**src/rtl/tr3c_pkg.sv**
```systemverilog
package tr3c_pkg;
   localparam int unsigned TOK_W   = 34;
   localparam int unsigned EXP_W   = 5;
   localparam int unsigned MAN_W   = 8;
   localparam int unsigned ADJM_W  = 9;
   localparam int unsigned OFF_W   = 8;
   localparam int unsigned RDIV_W  = 4;
   localparam int unsigned COST_W  = 48;
   localparam int unsigned CFG_W   = 24;
   localparam int unsigned OFF_EXP = 24;

   typedef enum logic [1:0] {
      CLR_GREEN  = 2'd0,
      CLR_YELLOW = 2'd1,
      CLR_RED    = 2'd2
   } color_e;

   localparam logic [1:0] ACT_DROP = 2'b01;
   localparam logic [1:0] ALG_TWO_RATE = 2'd2;

   typedef struct packed {
      logic [EXP_W-1:0]  cr_e;
      logic [MAN_W-1:0]  cr_m;
      logic [EXP_W-1:0]  cb_e;
      logic [MAN_W-1:0]  cb_m;
      logic [EXP_W-1:0]  pr_e;
      logic [MAN_W-1:0]  pr_m;
      logic [EXP_W-1:0]  pb_e;
      logic [MAN_W-1:0]  pb_m;
      logic [RDIV_W-1:0] rdiv;
      logic [1:0]        algo;
      logic              lmode;
      logic [OFF_W-1:0]  len_off;
      logic [EXP_W-1:0]  adj_e;
      logic [ADJM_W-1:0] adj_m;
      logic [1:0]        act_g;
      logic [1:0]        act_y;
      logic [1:0]        act_r;
   } prof_t;

   function automatic logic [TOK_W-1:0] tok_amount(input logic [EXP_W-1:0] e,
                                                   input logic [MAN_W-1:0] m);
      if (e >= EXP_W'(OFF_EXP)) return '0;
      return TOK_W'({1'b1, m}) << e;
   endfunction
endpackage

```
**src/rtl/tr3c_cfg.sv**
```systemverilog
module tr3c_cfg
   import tr3c_pkg::*;
(
   input  logic             clk,
   input  logic             rst_n,
   input  logic             we,
   input  logic [2:0]       addr,
   input  logic [CFG_W-1:0] wdata,
   output prof_t            prof
);
   always_ff @(posedge clk) begin
      if (!rst_n) begin
         prof.cr_e    <= EXP_W'(OFF_EXP);
         prof.cr_m    <= '0;
         prof.cb_e    <= EXP_W'(OFF_EXP);
         prof.cb_m    <= '0;
         prof.pr_e    <= EXP_W'(OFF_EXP);
         prof.pr_m    <= '0;
         prof.pb_e    <= EXP_W'(OFF_EXP);
         prof.pb_m    <= '0;
         prof.rdiv    <= '0;
         prof.algo    <= ALG_TWO_RATE;
         prof.lmode   <= 1'b0;
         prof.len_off <= '0;
         prof.adj_e   <= '0;
         prof.adj_m   <= ADJM_W'(256);
         prof.act_g   <= 2'b00;
         prof.act_y   <= 2'b00;
         prof.act_r   <= ACT_DROP;
      end else if (we) begin
         case (addr)
            3'd0: begin prof.cr_e <= wdata[4:0]; prof.cr_m <= wdata[15:8]; end
            3'd1: begin prof.cb_e <= wdata[4:0]; prof.cb_m <= wdata[15:8]; end
            3'd2: begin prof.pr_e <= wdata[4:0]; prof.pr_m <= wdata[15:8]; end
            3'd3: begin prof.pb_e <= wdata[4:0]; prof.pb_m <= wdata[15:8]; end
            3'd4: begin
               prof.rdiv    <= wdata[3:0];
               prof.algo    <= wdata[5:4];
               prof.lmode   <= wdata[6];
               prof.len_off <= wdata[23:16];
            end
            3'd5: begin prof.adj_e <= wdata[4:0]; prof.adj_m <= wdata[16:8]; end
            3'd6: begin
               prof.act_g <= wdata[1:0];
               prof.act_y <= wdata[3:2];
               prof.act_r <= wdata[7:6];
            end
            default: ;
         endcase
      end
   end
endmodule

```
**src/rtl/tr3c_tick.sv**
```systemverilog
module tr3c_tick
   import tr3c_pkg::*;
#(
   parameter int unsigned CYC_PER_US = 125,
   parameter int unsigned DIV_W      = 16
) (
   input  logic              clk,
   input  logic              rst_n,
   input  logic [RDIV_W-1:0] rdiv,
   output logic              refill
);
   localparam int unsigned TICK_CYC = 2 * CYC_PER_US;
   localparam int unsigned CNT_W    = $clog2(TICK_CYC);

   if (CYC_PER_US < 1) begin : g_bad_cyc
      $error("CYC_PER_US must be at least 1");
   end
   if (DIV_W < 16) begin : g_bad_div
      $error("DIV_W must hold 2^15");
   end

   logic [CNT_W-1:0] us_cnt;
   logic [DIV_W-1:0] div_cnt;
   logic [DIV_W-1:0] div_lim;
   logic             tick;

   assign tick    = (us_cnt == CNT_W'(TICK_CYC - 1));
   assign div_lim = (DIV_W'(1) << rdiv) - DIV_W'(1);
   assign refill  = tick && (div_cnt >= div_lim);

   always_ff @(posedge clk) begin
      if (!rst_n) begin
         us_cnt  <= '0;
         div_cnt <= '0;
      end else begin
         us_cnt <= tick ? '0 : us_cnt + CNT_W'(1);
         if (tick) div_cnt <= refill ? '0 : div_cnt + DIV_W'(1);
      end
   end


   refill_gap_chk: assert property (@(posedge clk) disable iff (!rst_n)
      refill |=> !refill);
endmodule

```
**src/rtl/tr3c_bucket.sv**
```systemverilog
module tr3c_bucket
   import tr3c_pkg::*;
(
   input  logic             clk,
   input  logic             rst_n,
   input  logic             refill,
   input  logic [EXP_W-1:0] rate_e,
   input  logic [MAN_W-1:0] rate_m,
   input  logic [EXP_W-1:0] burst_e,
   input  logic [MAN_W-1:0] burst_m,
   input  logic             debit,
   input  logic [TOK_W-1:0] cost,
   output logic [TOK_W-1:0] avail
);
   logic [TOK_W-1:0] level;
   logic [TOK_W-1:0] lim;
   logic [TOK_W:0]   sum;

   assign lim   = tok_amount(burst_e, burst_m);
   assign sum   = {1'b0, level} + {1'b0, tok_amount(rate_e, rate_m)};
   assign avail = !refill ? level :
                  (sum > {1'b0, lim}) ? lim : sum[TOK_W-1:0];

   always_ff @(posedge clk) begin
      if (!rst_n) level <= '0;
      else        level <= debit ? avail - cost : avail;
   end


   burst_cap_chk: assert property (@(posedge clk) disable iff (!rst_n)
      refill |=> level <= $past(lim));

   debit_cover_chk: assert property (@(posedge clk) disable iff (!rst_n)
      debit |-> cost <= avail);
endmodule

```
**src/rtl/tr3c_cost.sv**
```systemverilog
module tr3c_cost
   import tr3c_pkg::*;
#(
   parameter int unsigned LEN_W = 16
) (
   input  logic [LEN_W-1:0]  len,
   input  logic              lmode,
   input  logic [OFF_W-1:0]  len_off,
   input  logic [EXP_W-1:0]  adj_e,
   input  logic [ADJM_W-1:0] adj_m,
   output logic [COST_W-1:0] cost
);
   if (LEN_W + 10 > COST_W) begin : g_bad_len
      $error("LEN_W too wide for cost arithmetic");
   end

   logic signed [COST_W-1:0] len_s, off_s, byte_s, adjm_s, adj_s, raw_s;

   always_comb begin
      len_s  = signed'(COST_W'(len));
      off_s  = signed'(COST_W'(len_off));
      byte_s = lmode ? '0 : ((len_s - off_s) <<< 8);
      adjm_s = signed'(COST_W'(adj_m)) - signed'(COST_W'(256));
      adj_s  = adjm_s <<< adj_e;
      raw_s  = byte_s + adj_s;
      cost   = (raw_s < signed'(COST_W'(1))) ? COST_W'(1) : COST_W'(raw_s);
   end
endmodule

```
**src/rtl/tr3c_policer.sv**
```systemverilog
module tr3c_policer
   import tr3c_pkg::*;
#(
   parameter int unsigned CYC_PER_US = 125,
   parameter int unsigned LEN_W      = 16,
   parameter bit          HAS_PEAK   = 1'b1
) (
   input  logic             clk,
   input  logic             rst_n,
   input  logic             cfg_we,
   input  logic [2:0]       cfg_addr,
   input  logic [CFG_W-1:0] cfg_wdata,
   input  logic             pkt_valid,
   input  logic [LEN_W-1:0] pkt_len,
   output logic             res_valid,
   output logic [1:0]       res_color,
   output logic             res_drop
);
   if (COST_W <= TOK_W) begin : g_bad_tok
      $error("cost width must exceed token width");
   end

   prof_t             prof;
   logic              refill;
   logic [COST_W-1:0] cost;
   logic [TOK_W-1:0]  c_avail, p_avail;
   logic              c_ok, p_ok, c_debit, p_debit, two_rate;
   color_e            color;
   logic [1:0]        act;

   tr3c_cfg u_cfg (
      .clk(clk), .rst_n(rst_n), .we(cfg_we), .addr(cfg_addr),
      .wdata(cfg_wdata), .prof(prof)
   );

   tr3c_tick #(.CYC_PER_US(CYC_PER_US), .DIV_W(16)) u_tick (
      .clk(clk), .rst_n(rst_n), .rdiv(prof.rdiv), .refill(refill)
   );

   tr3c_cost #(.LEN_W(LEN_W)) u_cost (
      .len(pkt_len), .lmode(prof.lmode), .len_off(prof.len_off),
      .adj_e(prof.adj_e), .adj_m(prof.adj_m), .cost(cost)
   );

   tr3c_bucket u_commit (
      .clk(clk), .rst_n(rst_n), .refill(refill),
      .rate_e(prof.cr_e), .rate_m(prof.cr_m),
      .burst_e(prof.cb_e), .burst_m(prof.cb_m),
      .debit(c_debit), .cost(cost[TOK_W-1:0]), .avail(c_avail)
   );

   if (HAS_PEAK) begin : g_peak
      tr3c_bucket u_peak (
         .clk(clk), .rst_n(rst_n), .refill(refill),
         .rate_e(prof.pr_e), .rate_m(prof.pr_m),
         .burst_e(prof.pb_e), .burst_m(prof.pb_m),
         .debit(p_debit), .cost(cost[TOK_W-1:0]), .avail(p_avail)
      );
   end else begin : g_no_peak
      assign p_avail = '0;
   end

   assign two_rate = (prof.algo == ALG_TWO_RATE);
   assign c_ok     = cost <= COST_W'(c_avail);
   assign p_ok     = two_rate && (cost <= COST_W'(p_avail));
   assign c_debit  = pkt_valid && c_ok;
   assign p_debit  = pkt_valid && !c_ok && p_ok;

   always_comb begin
      if (c_ok) begin
         color = CLR_GREEN;  act = prof.act_g;
      end else if (p_ok) begin
         color = CLR_YELLOW; act = prof.act_y;
      end else begin
         color = CLR_RED;    act = prof.act_r;
      end
   end

   always_ff @(posedge clk) begin
      if (!rst_n) begin
         res_valid <= 1'b0;
         res_color <= 2'd0;
         res_drop  <= 1'b0;
      end else begin
         res_valid <= pkt_valid;
         if (pkt_valid) begin
            res_color <= color;
            res_drop  <= (act == ACT_DROP);
         end
      end
   end


   latency_chk: assert property (@(posedge clk) disable iff (!rst_n)
      pkt_valid |=> res_valid);

   no_spurious_chk: assert property (@(posedge clk) disable iff (!rst_n)
      !pkt_valid |=> !res_valid);

   single_debit_chk: assert property (@(posedge clk) disable iff (!rst_n)
      !(c_debit && p_debit));

   no_yellow_chk: assert property (@(posedge clk) disable iff (!rst_n)
      (pkt_valid && !two_rate) |=> res_color != CLR_YELLOW);

   color_code_chk: assert property (@(posedge clk) disable iff (!rst_n)
      res_valid |-> res_color != 2'd3);
endmodule

```
**config.mk**
```make
export PLATFORM = sky130hd
export DESIGN_NAME = tr3c_policer
export DESIGN_NICKNAME = d
export VERILOG_FILES = /design/src/rtl/tr3c_pkg.sv /design/src/rtl/tr3c_cfg.sv /design/src/rtl/tr3c_tick.sv /design/src/rtl/tr3c_bucket.sv /design/src/rtl/tr3c_cost.sv /design/src/rtl/tr3c_policer.sv
export SDC_FILE = /design/constraint.sdc
export NUM_CORES = 1
export LEC_CHECK = 0
export BUFFER_PORTS_ARGS = -buffer_cell sky130_fd_sc_hd__buf_2
export CAP_MARGIN = 10
export CORE_ASPECT_RATIO = 2
export CORE_MARGIN = 3
export CORE_UTILIZATION = 30
export CTS_CLUSTER_DIAMETER = 100
export DETAILED_ROUTE_END_ITERATION = 10
export PLACE_DENSITY_LB_ADDON = 0.12
export SLEW_MARGIN = 10
export SYNTH_ARGS = -nofsm -noshare
export SYNTH_HDL_FRONTEND = slang
export SYNTH_SLANG_ARGS = --single-unit
```
**constraint.sdc**
```tcl
create_clock -name clk -period 12.5 [get_ports clk]
set_input_delay 0.625 -clock clk [delete_from_list [all_inputs] [get_ports clk]]
set_output_delay 0.625 -clock clk [all_outputs]
set_load 0.05 [all_outputs]
```
==> results.toml, run 1 <==
[floorplanning]
row_count = 145
core_mm2 = 0.0782
die_h_um = 404
io_pins = 51
die_x_um = 205
floorplan.die_area_mm2 = 0.0828
start_util_pct = 30.4

[detailed_routing]
dr.pass1.iters = 5
vias = 24100
wl_per_cell_um = 25.1
drtIter0Drc = 1043
avgViaCountPerCell = 5.46
wl_um = 111000
drc = 0
ant_nets = 0

[finish]
nets = 3735
syn2layout_area_growth_pct = 9.71
stdcell_count = 4403
drive_gt1_share_pct = 7.68

[setup_path]
cp-end-kind = "register"
slowest_delay_ps = 570
cp.arrival_ps = 12220
crit_path_start_kind = "register"
cp_max_fo = 13
slowest_stage = "dfxtp_2"
critPathTopFamily = "compound AO/OA/AOI/OAI gates"
path_class = "reg2reg"
crit_buf_inv = 2
cp.required_ps = 12880
cpMostUsedCell = "a21oi_1"

[timing]
rsz0062_at_grt = "false"
clock_skew_ps = 22.0
tightest_slew_ps = 1340
post-route-period-util_pct = 94.7
setup_viol = 0
max_freq_mhz = 84.5
slew_headroom_pct = 9.82
hold_viol = 0
finalMaxSlewViolations = 0
layout_min_cycle_time_ps = 11830

[synth]
netlist_top_cells_area = "ha_1, dfxtp_1, a21oi_1, nand2_1, nor2_1"
syn_area_mm2 = 0.0237
yosys_warnings = 0
synth_cell_types = 92
synth_top_area_share_pct = 17.1
synthFlopType = "dfxtp_1"
synthArstFlopShare_pct = 0
synth_common_cells = "nand2_1, a21oi_1, nor2_1"
synth-seq-cells = 183
yosys.area.top_type = "ha_1"
synth_most_common_cell = "nand2_1"
synth_cells = 3351
synth-edff-count = 0
post_synth.cell_area_avg_um2 = 7.09
seq_area_frac_synth_pct = 15.4

[flow_run]
cap_violations = 0

[global_routing]
grt_max_degree = 111
antenna_found_initial = 5
grt_pass1_wl_um = 159000
grt_remaining_overflow = 0
grt_pass1_vias = 24700
grt_util_all_layers_pct = 26.3

[pwr]
p_per_area_mw_per_mm2 = 159
ir_drop_uv = 138
p_total_w = 0.00414
power.leakage_nw = 11.2

[worst_hold_path]
hp-class = "in2reg"

[clock_tree]
clock_latency_ps = 520
cts.clk_slew.worst_paths_ps = 90
cts_num_sinks = 183
numCtsBuffers = 17
ctsHoldBuffers = 0
root_buffer = "clkbuf_16"
cts_tree = "built"
h-tree-depth = 4
cts_buffer_depth = 2

[place]
dp.cells = 4367
gp_congestion = 1.05
place_hpwl_um = 93100
port_buffers = 50

[outcome]
status = "finished, final reports clean"
==> power breakdown <==
group,switching (W),internal [W]
Sequential,0.0000678,0.000656
Combinational,0.00174,0.00105
Clock,0.000344,0.000279
Total,0.00216,0.00199
==> worst reg2reg max path: cells and delay by family (launching register included) <==
| family | cells | cell delay [ps] |
|---|---|---|
| compound gates | 26 | 6710 |
| xor+xnor | 1 | 190 |
| fa+ha+maj | 4 | 1410 |
| buf+inv | 2 | 450 |
| flops | 1 | 570 |
| mux | 3 | 990 |
| simple gates | 8 | 1360 |
==> metrics by stage <==
step	worst slack, ps	utilization, %	cell area (um2)	hold WS [ps]	TNS [ps]
6_report	666	33.3	26000	339	0
5_1_grt	21.6	33.3	26000	320	0
4_1_cts	76.6	33.2	26000	293	0
3_5_place_dp	-122	32.4	25400	447	-350
3_3_place_gp	-116	32.4	25400	446	-437
2_1_floorplan	885	-	23800	431	0
==> kinds of logic after synthesis <==
logic type               count (synthesis)  share of synthesized area, %
flip-flops                             183                          15.4
adder cells (fa/ha/maj)                332                          17.7
AO/OA/AOI/OAI                          955                          25.0
other                                    2                        0.0316
AND/OR/NAND/NOR                       1231                          24.0
buffers and inverters                  345                          5.65
multiplexers                           129                          5.76
XOR/XNOR                               174                          6.42
==> sequential cells by signal (all words and copies together), names as in the netlist <==
signal	cells
u_cfg.prof	87
res_color	2
u_tick.div_cnt	16
g_peak.u_peak.level	34
res_valid	1
u_commit.level	34
res_drop	1
u_tick.us_cnt	8
==> layout make-up <==
| type | instances | area (um2) |
|---|---|---|
| timing repair buffer | 130 | 888 |
| clock buffer | 17 | 425 |
| inverter | 196 | 738 |
| tap | 1029 | 1290 |
| sequential | 183 | 3670 |
| antenna | 3 | 7.51 |
| multi-input combinational | 2830 | 18800 |
| clock inverter | 15 | 206 |
| fill | 8546 | 52100 |
==> routing by layer <==
layer	track usage, %	vias to the layer above	wire length [um]
li1	-	11800	-
met1	21.4	11400	33900
met2	52.7	543	61600
met3	3.40	309	2870
met4	24.1	0	12100
met5	0	-	0
==> layout by cell type (no fill, tap or decap), types with 9 or more instances in the layout <==
cell type  count
xnor2_1      121
nor3_1        52
nand2b_1      66
o31ai_1       13
o22ai_1       28
a21o_1       101
o21ai_0      164
a21oi_1      371
o21a_1        35
clkbuf_16     17
conb_1         9
ha_1         324
inv_1        194
mux2i_1       93
o21bai_1      40
dfxtp_1      178
or3_1         15
xor2_1        53
nand3_1       78
and3_1        29
nand3b_1      16
o211ai_1      13
o211a_1        9
nand4_1       43
nor4_1        18
mux2_2        28
nor2_1       360
nor2b_1       61
a31oi_1       25
buf_4         77
nand2_1      408
a22oi_1       14
buf_2         50
a211oi_1      46
or2_2         27
and2_1        22
==> path summary, 6_finish.rpt <==
kind / from / to / slack (ps) / depth (start not counted)
worst max register to register: u_cfg.prof[83] / u_commit.level[33] / 670 / 44
worst max-delay path: u_cfg.prof[83] / u_commit.level[33] / 670 / 44
worst min register to register: u_cfg.prof[29] / u_cfg.prof[29] / 460 / 2
worst min-delay path: cfg_wdata[19] / u_cfg.prof[23] / 340 / 3
==> what timing repair did <==
action | CTS | global route
setup endpoints to repair | 5 | 52
setup buffers | 0 | 0
gates resized for setup | 1 | 14
No activity file was read; power rests on OpenSTA's default activity.
==> run 2, diff against run 1 <==
--- a/config.mk
+++ b/config.mk
@@ -7,11 +7,12 @@
 export LEC_CHECK = 0
 export BUFFER_PORTS_ARGS = -buffer_cell sky130_fd_sc_hd__buf_2
 export CAP_MARGIN = 10
-export CORE_ASPECT_RATIO = 2
+export CORE_ASPECT_RATIO = 1.75
 export CORE_MARGIN = 3
 export CORE_UTILIZATION = 30
 export CTS_CLUSTER_DIAMETER = 100
 export DETAILED_ROUTE_END_ITERATION = 10
+export MAX_ROUTING_LAYER = met4
 export PLACE_DENSITY_LB_ADDON = 0.12
 export SLEW_MARGIN = 10
 export SYNTH_ARGS = -nofsm -noshare
==> run 2 against run 1 <==
Against the previous run:
- critical endpoint unchanged
- sequential share of layout area is 0.080 points higher
- highest routed layer unchanged
- power is 0.95% lower
- non-clock buffer count down 21
- worst setup slack better by 220 ps
- flip-flop and latch count unchanged
- largest cell class unchanged
- sequential power increased by 5.5%
==> results.toml, run 2 (synthesis results as in run 1) <==
[floorplanning]
floorplan.die_area_mm2 = 0.0827
io_pins = 51
core_mm2 = 0.0779
start_util_pct = 30.5
die_h_um = 378
row_count = 135
die_x_um = 219

[clock_tree]
cts_resized = 0
cts.clk_slew.worst_paths_ps = 90
cts_num_sinks = 183
cts_setup_buffers = 0
clock_latency_ps = 530
ctsHoldBuffers = 0
numCtsBuffers = 17
root_buffer = "clkbuf_16"
cts_tree = "built"
cts_buffer_depth = 2
h-tree-depth = 4

[timing]
post-route-period-util_pct = 92.9
hold_viol = 0
tightest_slew_ps = 999
finalMaxSlewViolations = 0
slew_headroom_pct = 32.7
layout_min_cycle_time_ps = 11610
max_freq_mhz = 86.1
whs_ps = 305
setup_tns_ps = 0
rsz0062_at_grt = "false"
setup_viol = 0
clock_skew_ps = 34.5

[place]
gp_congestion = 0.960
port_buffers = 50
place_hpwl_um = 84700
post_dp_cell_area_mm2 = 0.0252

[setup_path]
crit_end = "u_commit.level[33]"
cp_max_fo = 18
cpMostUsedCell = "a21oi_1"
r2r_end = "u_commit.level[33]"
reg2reg_from = "u_cfg.prof[83]"
slowest_delay_ps = 560
crit_cells = 42
crit_path_start_kind = "register"
ff2ff_path_depth = 42
cp-end-kind = "register"
cp.arrival_ps = 11980
crit_buf_inv = 0
path_class = "reg2reg"
cp.required_ps = 12860
slowest_stage = "o31ai_1"
crit_start = "u_cfg.prof[83]"
r2r_slack_ps = 890
critPathTopFamily = "compound AO/OA/AOI/OAI gates"

[finish]
top_regs = "u_cfg.prof (87), g_peak.u_peak.level (34), u_commit.level (34)"
syn2layout_area_growth_pct = 9.05
final_area_mm2 = 0.0259
largest-register = "u_cfg.prof"
final_common_cell = "nand2_1"
nets = 3714
num_antenna_cells = 0
drive_gt1_share_pct = 6.99
final_cell_mix = "nand2_1, a21oi_1, nor2_1, ha_1, inv_1"
largest_register_ffs = 87

[outcome]
status = "finished, final reports clean"

[pwr]
switching_share_pct = 52.1
p_int_w = 0.00197
power.leakage_nw = 11.1
power_switching_w = 0.00214
ir_drop_uv = 151
share_comb_of_total_power_pct = 66.6
pwr-share-seq_pct = 18.6
p_per_area_mw_per_mm2 = 158
p_clk_share_pct = 14.8

[global_routing]
antenna_found_initial = 0
grt_util_all_layers_pct = 25.0
grt_max_degree = 105
grt_pass1_vias = 23900
grt_remaining_overflow = 0
grt_pass1_wl_um = 150000

[detailed_routing]
avgViaCountPerCell = 5.41
drtIter0Drc = 1424
dr.pass1.iters = 6
wl_um = 101000
ant_nets = 0
drc = 0
vias = 23700
wl_per_cell_um = 23.1

[worst_hold_path]
hp-class = "in2reg"

[flow_run]
cap_violations = 0
## run 2: changes by cell type in the layout (fill, tap and decap cells not counted), sizes merged
cell / before / now
buf: 130 / 109
clkinvlp: 0 / 1
clkinv: 7 / 6
diode: 3 / 0
## run 2: layout make-up
cell class,count,area (um2)
inverters,196,738
flip-flops and latches,183,3670
multi-input cells,2830,18800
clock inverters,15,208
well taps,1027,1280
fillers,8587,52000
repair buffers,109,756
clock buffers,17,425
## run 2: tightest hold or removal path, cell delays in order
cell	delay [ps]
buf_2	70
nand2_1	40
nand3_1	60
## run 2: layer usage
layer	GRT usage, %	vias to the layer above	part of all wire (%)
met3	2.60	240	2.9
li1	-	11800	-
met1	24.9	11100	37
met4	15.6	0	7.4
met5	-	-	0
met2	46.2	536	53
## run 2: how the worst min path moves through the flow
stage          cells past startpoint           start              to
2_1_floorplan                      2  u_cfg.prof[29]  u_cfg.prof[29]
3_3_place_gp                       2  u_cfg.prof[29]  u_cfg.prof[29]
3_5_place_dp                       2  u_cfg.prof[27]  u_cfg.prof[27]
4_1_cts                            3    cfg_wdata[5]  u_cfg.prof[30]
5_1_grt                            3    cfg_wdata[5]  u_cfg.prof[30]
6_report                           3    cfg_wdata[5]  u_cfg.prof[30]
## run 2: power by group through the flow
stage | registers, W | logic, W | clock network (W)
after floorplan | 0.000709 | 0.00184 | 0
after global placement | 0.000779 | 0.00270 | 0
after detailed placement | 0.000776 | 0.00269 | 0
after CTS | 0.000763 | 0.00270 | 0.000633
after global routing | 0.000765 | 0.00297 | 0.000646
final | 0.000764 | 0.00273 | 0.000608
## run 2: stage by stage
step,total power (W),std cells,setup slack [ps],util [%]
after floorplan,0.00255,3358,885,-
after global placement,0.00348,4345,540,32.4
after detailed placement,0.00347,4345,555,32.4
after CTS,0.00410,4377,498,33.2
after global routing,0.00438,4377,1.78,33.3
final,0.00410,4377,887,33.3
==> run 3, diff against run 2 <==
--- a/config.mk
+++ b/config.mk
@@ -13,8 +13,9 @@
 export CTS_CLUSTER_DIAMETER = 100
 export DETAILED_ROUTE_END_ITERATION = 10
 export MAX_ROUTING_LAYER = met4
-export PLACE_DENSITY_LB_ADDON = 0.12
+export PLACE_DENSITY = 0.56
 export SLEW_MARGIN = 10
 export SYNTH_ARGS = -nofsm -noshare
 export SYNTH_HDL_FRONTEND = slang
+export SYNTH_HIERARCHICAL = 1
 export SYNTH_SLANG_ARGS = --single-unit
==> run 3 against run 2 <==
Against the previous run:
- clock power is 3.8% lower
- routed wire length is 4.8% lower
- area after synthesis is 9.7% higher
- maximum frequency is 8.2% higher
- first-iteration DRC count is 10% lower
- combinational power is 17% higher
- critical path depth is 8 lower
- critical endpoint is now u_commit/level[23]
- largest cell class unchanged
==> results.toml, run 3 <==
[flow_run]
cap_violations = 0

[finish]
nets = 3863
drive_gt1_share_pct = 7.33
top_regs = "u_cfg/prof (87), g_peak.u_peak/level (34), u_commit/level (34)"
syn2layout_area_growth_pct = 7.04
largest_register_ffs = 87
largest-register = "u_cfg/prof"
final_cell_mix = "nor2_1, nand2_1, ha_1, a21oi_1, inv_1"
final_common_cell = "nor2_1"

[detailed_routing]
vias = 25500
drc = 0
avgViaCountPerCell = 5.49
dr.pass1.iters = 5
wl_um = 96100
ant_nets = 0
drtIter0Drc = 1280
wl_per_cell_um = 20.7

[synth]
synthFlopType = "dfxtp_1"
synthArstFlopShare_pct = 0
yosys_warnings = 6
post_synth.cell_area_avg_um2 = 7.35
syn_area_mm2 = 0.0260
synth_common_cells = "nor2_1, nand2_1, ha_1"
netlist_top_cells_area = "ha_1, dfxtp_1, mux2i_1, a21oi_1, nor2_1"
synth_cell_types = 120
synth_cells = 3544
synth_top_area_share_pct = 16.0
synth-edff-count = 0
yosys.area.top_type = "ha_1"
synth-seq-cells = 183
synth_most_common_cell = "nor2_1"
seq_area_frac_synth_pct = 14.1

[setup_path]
ff2ff_path_depth = 34
reg2reg_from = "u_cfg/prof[82]"
cp.required_ps = 12890
cp-end-kind = "register"
cp_max_fo = 39
cp.arrival_ps = 11130
r2r_end = "u_commit/level[23]"
path_class = "reg2reg"
r2r_slack_ps = 1760
slowest_stage = "o21ba_2"
crit_path_start_kind = "register"
slowest_delay_ps = 760

[timing]
setup_tns_ps = 0
layout_min_cycle_time_ps = 10740
clock_skew_ps = 23.6
max_freq_mhz = 93.1
setup_ws_ps = 1760
slew_headroom_pct = 30.7
hold_viol = 0
setup_viol = 0
post-route-period-util_pct = 85.9
whs_ps = 366
finalMaxSlewViolations = 0
rsz0062_at_grt = "false"
tightest_slew_ps = 1030

[pwr]
power.leakage_nw = 11.7
ir_drop_uv = 167
p_per_area_mw_per_mm2 = 164

[place]
port_buffers = 50
place_hpwl_um = 80700
gp_congestion = 0.976
dpl_worst_slack_ps = 1560

[worst_hold_path]
min_from = "cfg_wdata[20]"
hp-class = "in2reg"
hold_depth = 3
holdPathEnd = "u_cfg/prof[24]"

[clock_tree]
clock_latency_ps = 500
h-tree-depth = 4
cts_setup_buffers = 0
cts_tree = "built"
cts_buffer_depth = 2
cts_num_sinks = 183
ctsHoldBuffers = 0
cts.clk_slew.worst_paths_ps = 90
cts_resized = 0
root_buffer = "clkbuf_16"
numCtsBuffers = 17

[floorplanning]
io_pins = 51
die_x_um = 229
die_h_um = 396
row_count = 142
start_util_pct = 30.3
core_mm2 = 0.0858
floorplan.die_area_mm2 = 0.0905

[global_routing]
grt_max_degree = 63
antenna_found_initial = 3
grt_pass1_wl_um = 144000
grt_pass1_vias = 25000
grt_util_all_layers_pct = 21.1
grt_remaining_overflow = 0

[outcome]
status = "finished, final reports clean"
==> run 3: changes by cell type after synthesis, moves of 31 or more <==
cell and delta:
nand2_1 -66, inv_1 +45, o21ai_0 -34, a21oi_1 -82
mux2i_1 +65, o2bb2ai_1 +31
==> run 3: worst max-delay path by stage <==
stage,from,endpoint,slack [ps],cells past startpoint
detailed placement,pkt_len[1],u_commit/level[7],1560,35
finish,u_cfg/prof[82],u_commit/level[23],1760,34
global placement,pkt_len[0],u_commit/level[7],1540,37
global route,u_cfg/prof[82],u_commit/level[4],1050,35
floorplan,pkt_len[2],g_peak.u_peak/level[16],2790,37
CTS,u_cfg/prof[16],u_commit/level[23],1800,31
==> run 3: final cells by class <==
class	instances	area (um2)
Fill cell	9355	57900
Multi-Input combinational cell	2957	20800
Sequential cell	183	3660
Tap cell	1152	1440
Inverter	247	927
Timing Repair Buffer	72	430
Clock buffer	18	429
Clock inverter	14	198
Antenna cell	2	5.00
==> run 3: layer usage <==
| layer | GRT usage, % | share of wire, % | up-vias |
|---|---|---|---|
| met4 | 17.9 | 9.8 | 0 |
| met1 | 19.6 | 35 | 11900 |
| met2 | 39.2 | 53 | 622 |
| met5 | - | 0 | - |
| li1 | - | - | 12700 |
| met3 | 1.63 | 2.4 | 315 |
==> run 3: kinds of logic after synthesis <==
group / synth area share, %
compound gates: 26.1
xor+xnor: 5.52
fa+ha+maj: 16.4
buf+inv: 6.35
flops: 14.1
mux: 7.54
other cells: 0.0721
simple gates: 24.0
==> run 3: metrics by stage <==
step                      std cells  instance area [um2]  power (W)  util (%)
after floorplan                3548                26100    0.00315         -
after global placement         4611                27200    0.00393      31.7
after detailed placement       4611                27200    0.00392      31.7
after CTS                      4643                27900    0.00454      32.5
after global routing           4645                27900    0.00492      32.5
final                          4645                27900    0.00456      32.5
==> run 3: critical path: cells and delay by family (launching register included) <==
kind / cells / cell delay [ps]
buffers and inverters: 2 / 380
AO/OA/AOI/OAI: 11 / 3740
adder cells (fa/ha/maj): 3 / 1030
multiplexers: 1 / 410
AND/OR/NAND/NOR: 17 / 4380
flip-flops: 1 / 650
==> run 3: report_power, final <==
part	internal (W)	total, W	switching, W
registers	0.000677	0.000776	0.0000983
logic	0.00123	0.00320	0.00196
clock network	0.000292	0.000585	0.000293
